File: config.mk
export PLATFORM = sky130hd
export DESIGN_NAME = ctlbus_slave
export DESIGN_NICKNAME = d
export VERILOG_FILES = /design/src/rtl/ctl_pkg.sv /design/src/rtl/ctl_sync.sv /design/src/rtl/ctl_cond.sv /design/src/rtl/ctl_fsm.sv /design/src/rtl/ctl_regfile.sv /design/src/rtl/ctlbus_slave.sv
export SDC_FILE = /design/constraint.sdc
export NUM_CORES = 1
export LEC_CHECK = 0
export ABC_AREA = 1
export CORE_MARGIN = 2
export CORE_UTILIZATION = 30
export CTS_CLUSTER_DIAMETER = 50
export CTS_CLUSTER_SIZE = 20
export DETAILED_ROUTE_END_ITERATION = 10
export PLACE_DENSITY_LB_ADDON = 0.05
export SLEW_MARGIN = 10
export SYNTH_ARGS = -nofsm -noshare
export SYNTH_HDL_FRONTEND = slang
export SYNTH_SLANG_ARGS = --single-unit
File: constraint.sdc
create_clock -name clk -period 2.5 [get_ports clk]
set_clock_uncertainty 0.15 [all_clocks]
set_input_delay 0.5 -clock clk [delete_from_list [all_inputs] [get_ports clk]]
set_output_delay 0.5 -clock clk [all_outputs]
set_load 0.01 [all_outputs]
File: src/rtl/ctl_pkg.sv
package ctl_pkg;

    localparam int NREG_DEF = 10;
    localparam int IDX_W    = 4;

    typedef enum logic [2:0] {
        ST_IDLE,
        ST_ADDR,
        ST_ADDR_ACK,
        ST_SUB,
        ST_SUB_ACK,
        ST_DATA,
        ST_DATA_ACK,
        ST_SKIP
    } bus_state_t;

    // Power-up contents of each control register
    function automatic logic [7:0] reg_default(input int idx);
        logic [7:0] v;
        case (idx)
            0:       v = 8'h3F;  // input attenuation max, rear path on
            1:       v = 8'h1E;  // surround off, fixed output, effect max
            2:       v = 8'h00;
            3:       v = 8'h07;
            4:       v = 8'h77;
            5, 6, 7, 8: v = 8'h60;  // attenuators muted
            9:       v = 8'h03;  // input 1 selected
            default: v = 8'h00;
        endcase
        return v;
    endfunction

endpackage

File: src/rtl/ctl_sync.sv
module ctl_sync #(
    parameter int W      = 2,
    parameter int STAGES = 2
) (
    input  logic         clk,
    input  logic         rst_n,
    input  logic [W-1:0] d,
    output logic [W-1:0] q
);

    logic [W-1:0] stg [STAGES];

    always_ff @(posedge clk or negedge rst_n) begin
        if (!rst_n) begin
            for (int i = 0; i < STAGES; i++) stg[i] <= '1;
        end else begin
            stg[0] <= d;
            for (int i = 1; i < STAGES; i++) stg[i] <= stg[i-1];
        end
    end

    assign q = stg[STAGES-1];

endmodule

File: src/rtl/ctl_cond.sv
module ctl_cond (
    input  logic clk,
    input  logic rst_n,
    input  logic scl_s,
    input  logic sda_s,
    output logic start_c,
    output logic stop_c,
    output logic scl_rise,
    output logic scl_fall
);

    logic scl_q;
    logic sda_q;

    always_ff @(posedge clk or negedge rst_n) begin
        if (!rst_n) begin
            scl_q <= 1'b1;
            sda_q <= 1'b1;
        end else begin
            scl_q <= scl_s;
            sda_q <= sda_s;
        end
    end

    assign start_c  = scl_s & scl_q & sda_q & ~sda_s;
    assign stop_c   = scl_s & scl_q & ~sda_q & sda_s;
    assign scl_rise = scl_s & ~scl_q;
    assign scl_fall = ~scl_s & scl_q;

endmodule

File: src/rtl/ctl_fsm.sv
module ctl_fsm
    import ctl_pkg::*;
#(
    parameter logic [7:0] BASE_ADDR = 8'h80,
    parameter int         IW        = IDX_W
) (
    input  logic          clk,
    input  logic          rst_n,
    input  logic          start_c,
    input  logic          stop_c,
    input  logic          scl_rise,
    input  logic          scl_fall,
    input  logic          sda_bit,
    input  logic          addr_sel,
    output logic          sda_oe,
    output logic          wr_en,
    output logic [IW-1:0] wr_idx,
    output logic [7:0]    wr_data
);

    localparam int BITS = 8;
    localparam int CW   = $clog2(BITS);

    bus_state_t    state, state_n;
    logic [7:0]    sh;
    logic [CW-1:0] cnt;
    logic          drv;
    logic [IW-1:0] ptr;
    logic          step;

    logic       byte_last;
    logic [7:0] full_byte;
    logic [7:0] my_addr;
    logic       addr_hit;
    logic       in_rx;
    logic       in_ack;

    assign full_byte = {sh[6:0], sda_bit};
    assign byte_last = scl_rise && (cnt == CW'(BITS - 1));
    assign my_addr   = BASE_ADDR | {6'b0, addr_sel, 1'b0};
    assign addr_hit  = (full_byte == my_addr);
    assign in_rx     = (state == ST_ADDR) || (state == ST_SUB) || (state == ST_DATA);
    assign in_ack    = (state == ST_ADDR_ACK) || (state == ST_SUB_ACK) || (state == ST_DATA_ACK);

    // State register
    always_ff @(posedge clk or negedge rst_n) begin
        if (!rst_n) state <= ST_IDLE;
        else        state <= state_n;
    end

    // Transitions
    always_comb begin
        state_n = state;
        if (start_c) begin
            state_n = ST_ADDR;
        end else if (stop_c) begin
            state_n = ST_IDLE;
        end else begin
            unique case (state)
                ST_IDLE:     state_n = ST_IDLE;
                ST_ADDR:     if (byte_last) state_n = addr_hit ? ST_ADDR_ACK : ST_SKIP;
                ST_ADDR_ACK: if (scl_fall && drv) state_n = ST_SUB;
                ST_SUB:      if (byte_last) state_n = ST_SUB_ACK;
                ST_SUB_ACK:  if (scl_fall && drv) state_n = ST_DATA;
                ST_DATA:     if (byte_last) state_n = ST_DATA_ACK;
                ST_DATA_ACK: if (scl_fall && drv) state_n = ST_DATA;
                ST_SKIP:     state_n = ST_SKIP;
            endcase
        end
    end

    // Shift register, bit counter, ack phase, register pointer
    always_ff @(posedge clk or negedge rst_n) begin
        if (!rst_n) begin
            sh   <= '0;
            cnt  <= '0;
            drv  <= 1'b0;
            ptr  <= '0;
            step <= 1'b0;
        end else if (start_c || stop_c) begin
            cnt <= '0;
            drv <= 1'b0;
        end else begin
            if (in_rx && scl_rise) begin
                sh  <= full_byte;
                cnt <= cnt + 1'b1;
            end
            if (in_ack && scl_fall) begin
                drv <= ~drv;
            end
            if ((state == ST_SUB) && byte_last) begin
                ptr  <= full_byte[IW-1:0];
                step <= full_byte[7];
            end
            if ((state == ST_DATA) && byte_last && step) begin
                ptr <= ptr + 1'b1;
            end
        end
    end

    // Outputs
    always_comb begin
        sda_oe  = in_ack && drv;
        wr_en   = (state == ST_DATA) && byte_last && !start_c && !stop_c;
        wr_idx  = ptr;
        wr_data = full_byte;
    end

endmodule

File: src/rtl/ctl_regfile.sv
module ctl_regfile
    import ctl_pkg::*;
#(
    parameter int NREG = NREG_DEF,
    parameter int IW   = IDX_W
) (
    input  logic              clk,
    input  logic              rst_n,
    input  logic              wr_en,
    input  logic [IW-1:0]     wr_idx,
    input  logic [7:0]        wr_data,
    output logic [NREG*8-1:0] regs_flat
);

    logic [7:0] q [NREG];

    for (genvar i = 0; i < NREG; i++) begin : g_reg
        always_ff @(posedge clk or negedge rst_n) begin
            if (!rst_n)
                q[i] <= reg_default(i);
            else if (wr_en && (wr_idx == IW'(i)))
                q[i] <= wr_data;
        end
        assign regs_flat[i*8 +: 8] = q[i];
    end

endmodule

File: src/rtl/ctlbus_slave.sv
module ctlbus_slave
    import ctl_pkg::*;
#(
    parameter int         NREG      = NREG_DEF,
    parameter logic [7:0] BASE_ADDR = 8'h80,
    parameter int         SYNC_LEN  = 2
) (
    input  logic              clk,
    input  logic              rst_n,
    input  logic              scl_i,
    input  logic              sda_i,
    input  logic              addr_sel,
    output logic              sda_oe,
    output logic [NREG*8-1:0] ctl_regs
);

    localparam int IW = IDX_W;

    logic [1:0]    bus_s;
    logic          scl_s, sda_s;
    logic          start_c, stop_c, scl_rise, scl_fall;
    logic          wr_en;
    logic [IW-1:0] wr_idx;
    logic [7:0]    wr_data;

    ctl_sync #(.W(2), .STAGES(SYNC_LEN)) u_sync (
        .clk   (clk),
        .rst_n (rst_n),
        .d     ({scl_i, sda_i}),
        .q     (bus_s)
    );

    assign scl_s = bus_s[1];
    assign sda_s = bus_s[0];

    ctl_cond u_cond (
        .clk      (clk),
        .rst_n    (rst_n),
        .scl_s    (scl_s),
        .sda_s    (sda_s),
        .start_c  (start_c),
        .stop_c   (stop_c),
        .scl_rise (scl_rise),
        .scl_fall (scl_fall)
    );

    ctl_fsm #(.BASE_ADDR(BASE_ADDR), .IW(IW)) u_fsm (
        .clk      (clk),
        .rst_n    (rst_n),
        .start_c  (start_c),
        .stop_c   (stop_c),
        .scl_rise (scl_rise),
        .scl_fall (scl_fall),
        .sda_bit  (sda_s),
        .addr_sel (addr_sel),
        .sda_oe   (sda_oe),
        .wr_en    (wr_en),
        .wr_idx   (wr_idx),
        .wr_data  (wr_data)
    );

    ctl_regfile #(.NREG(NREG), .IW(IW)) u_regs (
        .clk       (clk),
        .rst_n     (rst_n),
        .wr_en     (wr_en),
        .wr_idx    (wr_idx),
        .wr_data   (wr_data),
        .regs_flat (ctl_regs)
    );

endmodule

==> After elaboration in Yosys (flattened, before gate mapping) <==
Index checks and enable logic that the tools add are counted.
{ "classes": {"addsub": 2, "n_reduce_logical": 37, "eq_ne": 23, "n_bitwise": 13, "mux": 15} }
{ "op_table": {"columns": ["op", "count"], "rows": [
  ["$mux 3", 10],
  ["$pmux 3 s7", 1],
  ["$logic_and 1x1->1", 20],
  ["$eq 4x3->1 const B", 4],
  ["$ne 4x1->1 const B", 4],
  ["$eq 3x3->1 const B", 5],
  ["$eq 4x2->1 const B", 2],
  ["$eq 4x4->1 const B", 2],
  ["$eq 8x8->1", 1],
  ["$mux 4", 2],
  ["$and 1x1->1", 7],
  ["$eq 3x2->1 const B", 2],
  ["$not 1->1", 6],
  ["$reduce_and 2->1", 3],
  ["$reduce_bool 2->1", 3],
  ["$logic_or 1x1->1", 5],
  ["$reduce_and 5->1", 1],
  ["$add 4x1->4 const B", 1],
  ["$eq 4x1->1 const B", 1],
  ["$logic_not 4->1", 1],
  ["$ne 4x2->1 const B", 1],
  ["$add 3x1->3 const B", 1],
  ["$eq 3x1->1 const B", 1],
  ["$logic_not 3->1", 1],
  ["other kinds (3)", 5]
]} }
{ "word_totals": {"elab_cells": 110, "regBits": 105} }

==> Longest topological paths before layout <==
{ "logic_depth": {"depth_word": 7, "depth_mapped": 10} }

==> Hierarchy <==
From an unflattened synthesis, not the netlist that was laid out.
{ "hier_totals": {"hier_cells": 530, "area_unflattened_um2": 4581.9} }
{ "modules_own_cells": {"columns": ["mod", "cells_each", "area_each_um2", "seq_area_each_um2", "n_inst"], "rows": [
  ["ctl_regfile", 378, 3305.7, 2038.2, 1],
  ["ctl_fsm", 133, 1062.3, 475.5, 1],
  ["ctl_sync", 6, 120.1, 105.1, 1],
  ["ctl_cond", 13, 93.8, 52.6, 1]
]} }

==> Worst setup path after synthesis <==
Ideal clock, no wire load.
{ "synth_timing": {"path_kind": "register -> register", "from": "register u_sync.stg, in the netlist u_sync.q[1]", "to": "register u_regs.q, in the netlist u_regs.regs_flat[7]", "arrival_ps": 1486, "path_stages_with_launch": 10, "period_less_slack_ps": 1769, "n_path_buf": 2, "required_ps": 2217, "slack_ps": 731, "setup_time_ps": 133, "cell_sequence": "dfstp_2 inv_2 nor2_4 nand2_2 nor2_4 buf_8 nand3_4 buf_6 nand2_1 o21ai_2"} }
{ "synth_between": {"elab_chain_cells": 7, "elab_cells_between_ends": 13} }
{ "synth_lines": {"columns": ["item", "line", "source"], "rows": [
  ["start: declaration", "ctl_sync.sv:11", "logic [W-1:0] stg [STAGES];"],
  ["$and 1x1->1", "ctl_cond.sv:25, ctl_cond.sv:26", null],
  ["$and 1x1->1 (2 in series)", "ctl_cond.sv:25", "assign start_c = scl_s & scl_q & sda_q & ~sda_s;"],
  ["$logic_not 1->1", "ctl_fsm.sv:104", "wr_en = (state == ST_DATA) && byte_last && !start_c && !stop_c;"],
  ["$logic_and 1x1->1", "ctl_fsm.sv:104", null],
  ["$logic_and 1x1->1 (*)", "ctl_fsm.sv:104", null],
  ["$logic_and 1x1->1 (*)", "ctl_regfile.sv:21", "else if (wr_en && (wr_idx == IW'(i)))"],
  ["end signal: indexed assignment", "ctl_regfile.sv:20", "q[i] <= reg_default(i);"],
  ["end signal: indexed assignment", "ctl_regfile.sv:22", "q[i] <= wr_data;"],
  ["end: declaration", "ctl_regfile.sv:15", "logic [7:0] q [NREG];"]
]} }
Every way passes the cells marked *; elsewhere a longest branch is shown, timed or not.
A chain may end at the register's enable or synchronous reset.

==> Worst setup path in the final report <==
{ "layout_timing": {"from": "register u_fsm.state[2]", "to": "output port sda_oe"} }
{ "layout_between": {"elab_chain_cells": 4, "elab_cells_between_ends": 6} }
{ "layout_lines": {"columns": ["item", "line", "source"], "rows": [
  ["start: declaration", "ctl_fsm.sv:24", "bus_state_t state, state_n;"],
  ["start signal: assignment", "ctl_fsm.sv:48", "else state <= state_n;"],
  ["$eq 3x2->1 / $eq 3x3->1 (equally long branches)", "ctl_fsm.sv:43", "assign in_ack = (state == ST_ADDR_ACK) || (state == ST_SUB_ACK) || (state == ST_DATA_ACK);"],
  ["$logic_or 1x1->1", "ctl_fsm.sv:43", null],
  ["$logic_or 1x1->1 (*)", "ctl_fsm.sv:43", null],
  ["$logic_and 1x1->1 (*)", "ctl_fsm.sv:103", "sda_oe = in_ack && drv;"],
  ["end: declaration", "ctlbus_slave.sv:13", "output logic sda_oe,"]
]} }
Marked as above.

==> results_dict.tcl <==
set metrics [dict create \
    placedCellCount 686 \
    start_util_pct 30.6 \
    worst_setup_path_start_kind "flip-flop" \
    status "finished, final reports clean" \
    ant_nets 0 \
    dieHeight_um 126 \
    clock-root-buffer "clkbuf_16" \
    final_hold_viol_count 0 \
    cp-end-kind "primary output" \
    synth_area_um2 4450 \
    htreeDepth 3 \
    clock_latency_ns 0.35 \
    postCtsSetupBuffers 0 \
    min_from "u_sync.stg[3]" \
    wl_mm 11.0 \
    grt_remaining_overflow 0 \
    holdPathEnd "u_sync.q[1]" \
    cp_data_arrival_time_ns 1.76 \
    clk_pin_slew_ns 0.07 \
    dieWidth_um 126 \
    use_met2_pct 21.9 \
    yosysSeqAreaShare_pct 60.0 \
    dp_hpwl_mm 7.27 \
    hold_depth 0 \
    critPathMaxFanout 5 \
    r2r_start "u_sync.q[1]" \
    die_area_um2 15800 \
    p_leak_uw 0.00238 \
    dr_total_vias 3128 \
    synth_seq_cells 105 \
    row_count 44 \
    finalCoreUtilization_pct 39.6 \
    cts_tree "yes" \
    vdd_drop_max_uv 332 \
    hold_class "flip-flop to flip-flop" \
    critPathKind "flip-flop to primary output" \
    timing.rr.end "u_regs.regs_flat[79]" \
    area_growth_pct 29.2 \
    slew_headroom_pct 54.9 \
    r2r_cells 8 \
    grt_max_degree 31 \
    syn_nets 439 \
    grt_util_all_layers_pct 14.9 \
    core-area_um2 14500 \
    powerDensity_nw_per_um2 716 \
    tightest_slew_ns 0.676 \
    syn_inst 428 \
    synth.distinct_cells 26 \
    met1_usage_pct 20.8 \
    max_freq_mhz 415 \
    finalCriticalPeriod_ns 2.41 \
    busiest_layer "met2" \
    antenna_cells 0 \
    finalNonFillerCells 703 \
    clock_path_buffers 2 \
    r2r_slack_ns 0.41 \
    drt-initial-drc-count 181 \
    hold_slack_ns 0.208 \
    gp_congestion 0.798 \
    rsz0062_at_grt "no" \
    viasPerCell 4.45 \
    grt_pass1_vias 3166 \
    drv_cap 0 \
    yosys_warnings 0 \
    setup_viol 0 \
    portBuffers 85 \
    setup_tns_ns 0 \
    grt_pass1_wl_mm 18.1 \
    ioPinCount 86 \
    drc 0 \
    wl_per_cell_um 15.7 \
    fin_nets 525 \
    slew_viol_final 0 \
    clock-sinks 105 \
    antenna_found_initial 0 \
    grt_use_met3_pct 4.04 \
    drt-pass1-iter-count 4 \
    cts_buffers 9 \
    fin_crit_sh_pct 96.3 \
    drive_gt1_share_pct 22.7 \
    syn_avg_cell_area_um2 10.4 \
    crit_required_ns 1.85 \
]
-- cell type report --
| class | count | area, um2 |
|---|---|---|
| Tap cell | 184 | 230 |
| Multi-Input combinational cell | 280 | 1550 |
| Clock inverter | 2 | 13.8 |
| Fill cell | 1494 | 8780 |
| Sequential cell | 105 | 2670 |
| Timing Repair Buffer | 95 | 938 |
| Inverter | 23 | 86.3 |
| Clock buffer | 14 | 264 |
-- registers in the layout, indices dropped and copies added, names as in the netlist --
signal and count:
u_regs.regs_flat 80, u_fsm.sh 7, u_fsm.wr_idx 4, u_fsm.cnt 3
u_fsm.state 3, u_sync.q 2, u_sync.stg 2, u_cond.scl_q 1
u_cond.sda_q 1, u_fsm.drv 1, u_fsm.step 1
-- cells by family after synthesis --
family,after synthesis,share of synthesized area (%)
compound gates,104,14.5
flops,105,60.0
xor+xnor,2,0.393
fa+ha+maj,6,1.69
simple gates,168,18.2
buf+inv,43,5.22
-- placed cells by master (no fill, tap or decap), types with 11 or more instances in the layout --
cell type / n
nand2_1: 125
clkdlybuf4s50_1: 84
dfrtp_1: 69
o21ai_1: 63
dfstp_2: 35
o21ai_2: 32
inv_1: 14
nand3_1: 13
nor2_1: 11
-- critical path: stages (launching register included) --
cell	delay [ns]
dfrtp_1	0.42
nor2_1	0.08
nor2_1	0.20
inv_1	0.06
nor2_1	0.10
clkdlybuf4s50_1	0.54
-- cell usage after synthesis --
| cell type | instances | area (um2) |
|---|---|---|
| a21boi_1 | 1 | 7.51 |
| a21oi_1 | 4 | 20.0 |
| a21oi_2 | 1 | 8.76 |
| buf_6 | 8 | 90.1 |
| buf_8 | 1 | 15.0 |
| clkbuf_1 | 11 | 41.3 |
| dfrtp_1 | 70 | 1750 |
| dfstp_2 | 35 | 920 |
| ha_1 | 6 | 75.1 |
| inv_1 | 14 | 52.6 |
| inv_2 | 9 | 33.8 |
| nand2_1 | 125 | 469 |
| nand2_2 | 2 | 12.5 |
| nand2_4 | 1 | 11.3 |
| nand3_1 | 13 | 65.1 |
| nand3_4 | 8 | 140 |
| nand4_2 | 2 | 25.0 |
| nor2_1 | 11 | 41.3 |
| nor2_2 | 2 | 12.5 |
| nor2_4 | 2 | 22.5 |
| nor3_1 | 1 | 5.00 |
| o21ai_0 | 3 | 15.0 |
| o21ai_1 | 63 | 315 |
| o21ai_2 | 32 | 280 |
| or2_1 | 1 | 6.26 |
| xor2_1 | 2 | 17.5 |
-- worst max-delay path by stage --
stage	to	slack, ns	startpoint	cells past startpoint
after detailed placement	u_regs.regs_flat[79]	0.40	u_sync.q[1]	8
after global routing	sda_oe	0.02	u_fsm.state[2]	5
after floorplan	u_regs.regs_flat[7]	0.73	u_sync.q[1]	9
final	sda_oe	0.09	u_fsm.state[2]	5
after global placement	sda_oe	0.44	u_fsm.state[1]	5
after CTS	sda_oe	0.05	u_fsm.state[1]	5
-- per-layer routing --
metal  vias up  part of all wire (%)
met5         -                     0
met4         0                   1.8
li1       1579                     -
met3        11                   5.5
met2        64                    44
met1      1474                    49
-- report_power, final --
group          total [uW]  internal [uW]  switching [uW]
Sequential           1920           1820            99.7
Combinational         848            215             633
Clock                1350            734             618
-- per-stage QoR --
stage / instance area [um2] / worst slack [ns] / total power, uW
2_1_floorplan: 4450 / 0.731 / 2460
3_3_place_gp: 5470 / 0.442 / 2810
3_5_place_dp: 5470 / 0.402 / 2820
4_1_cts: 5750 / 0.0473 / 4200
5_1_grt: 5760 / 0.0186 / 4390
6_report: 5760 / 0.0918 / 4120
-- what timing repair did --
action / CTS / global route
endpoints found under the setup margin: 0 / 1
hold buffers: 1 / 0
gates resized for setup: 0 / 1
endpoints found under the hold margin: 18 / 0
No activity file was read; power rests on OpenSTA's default activity.
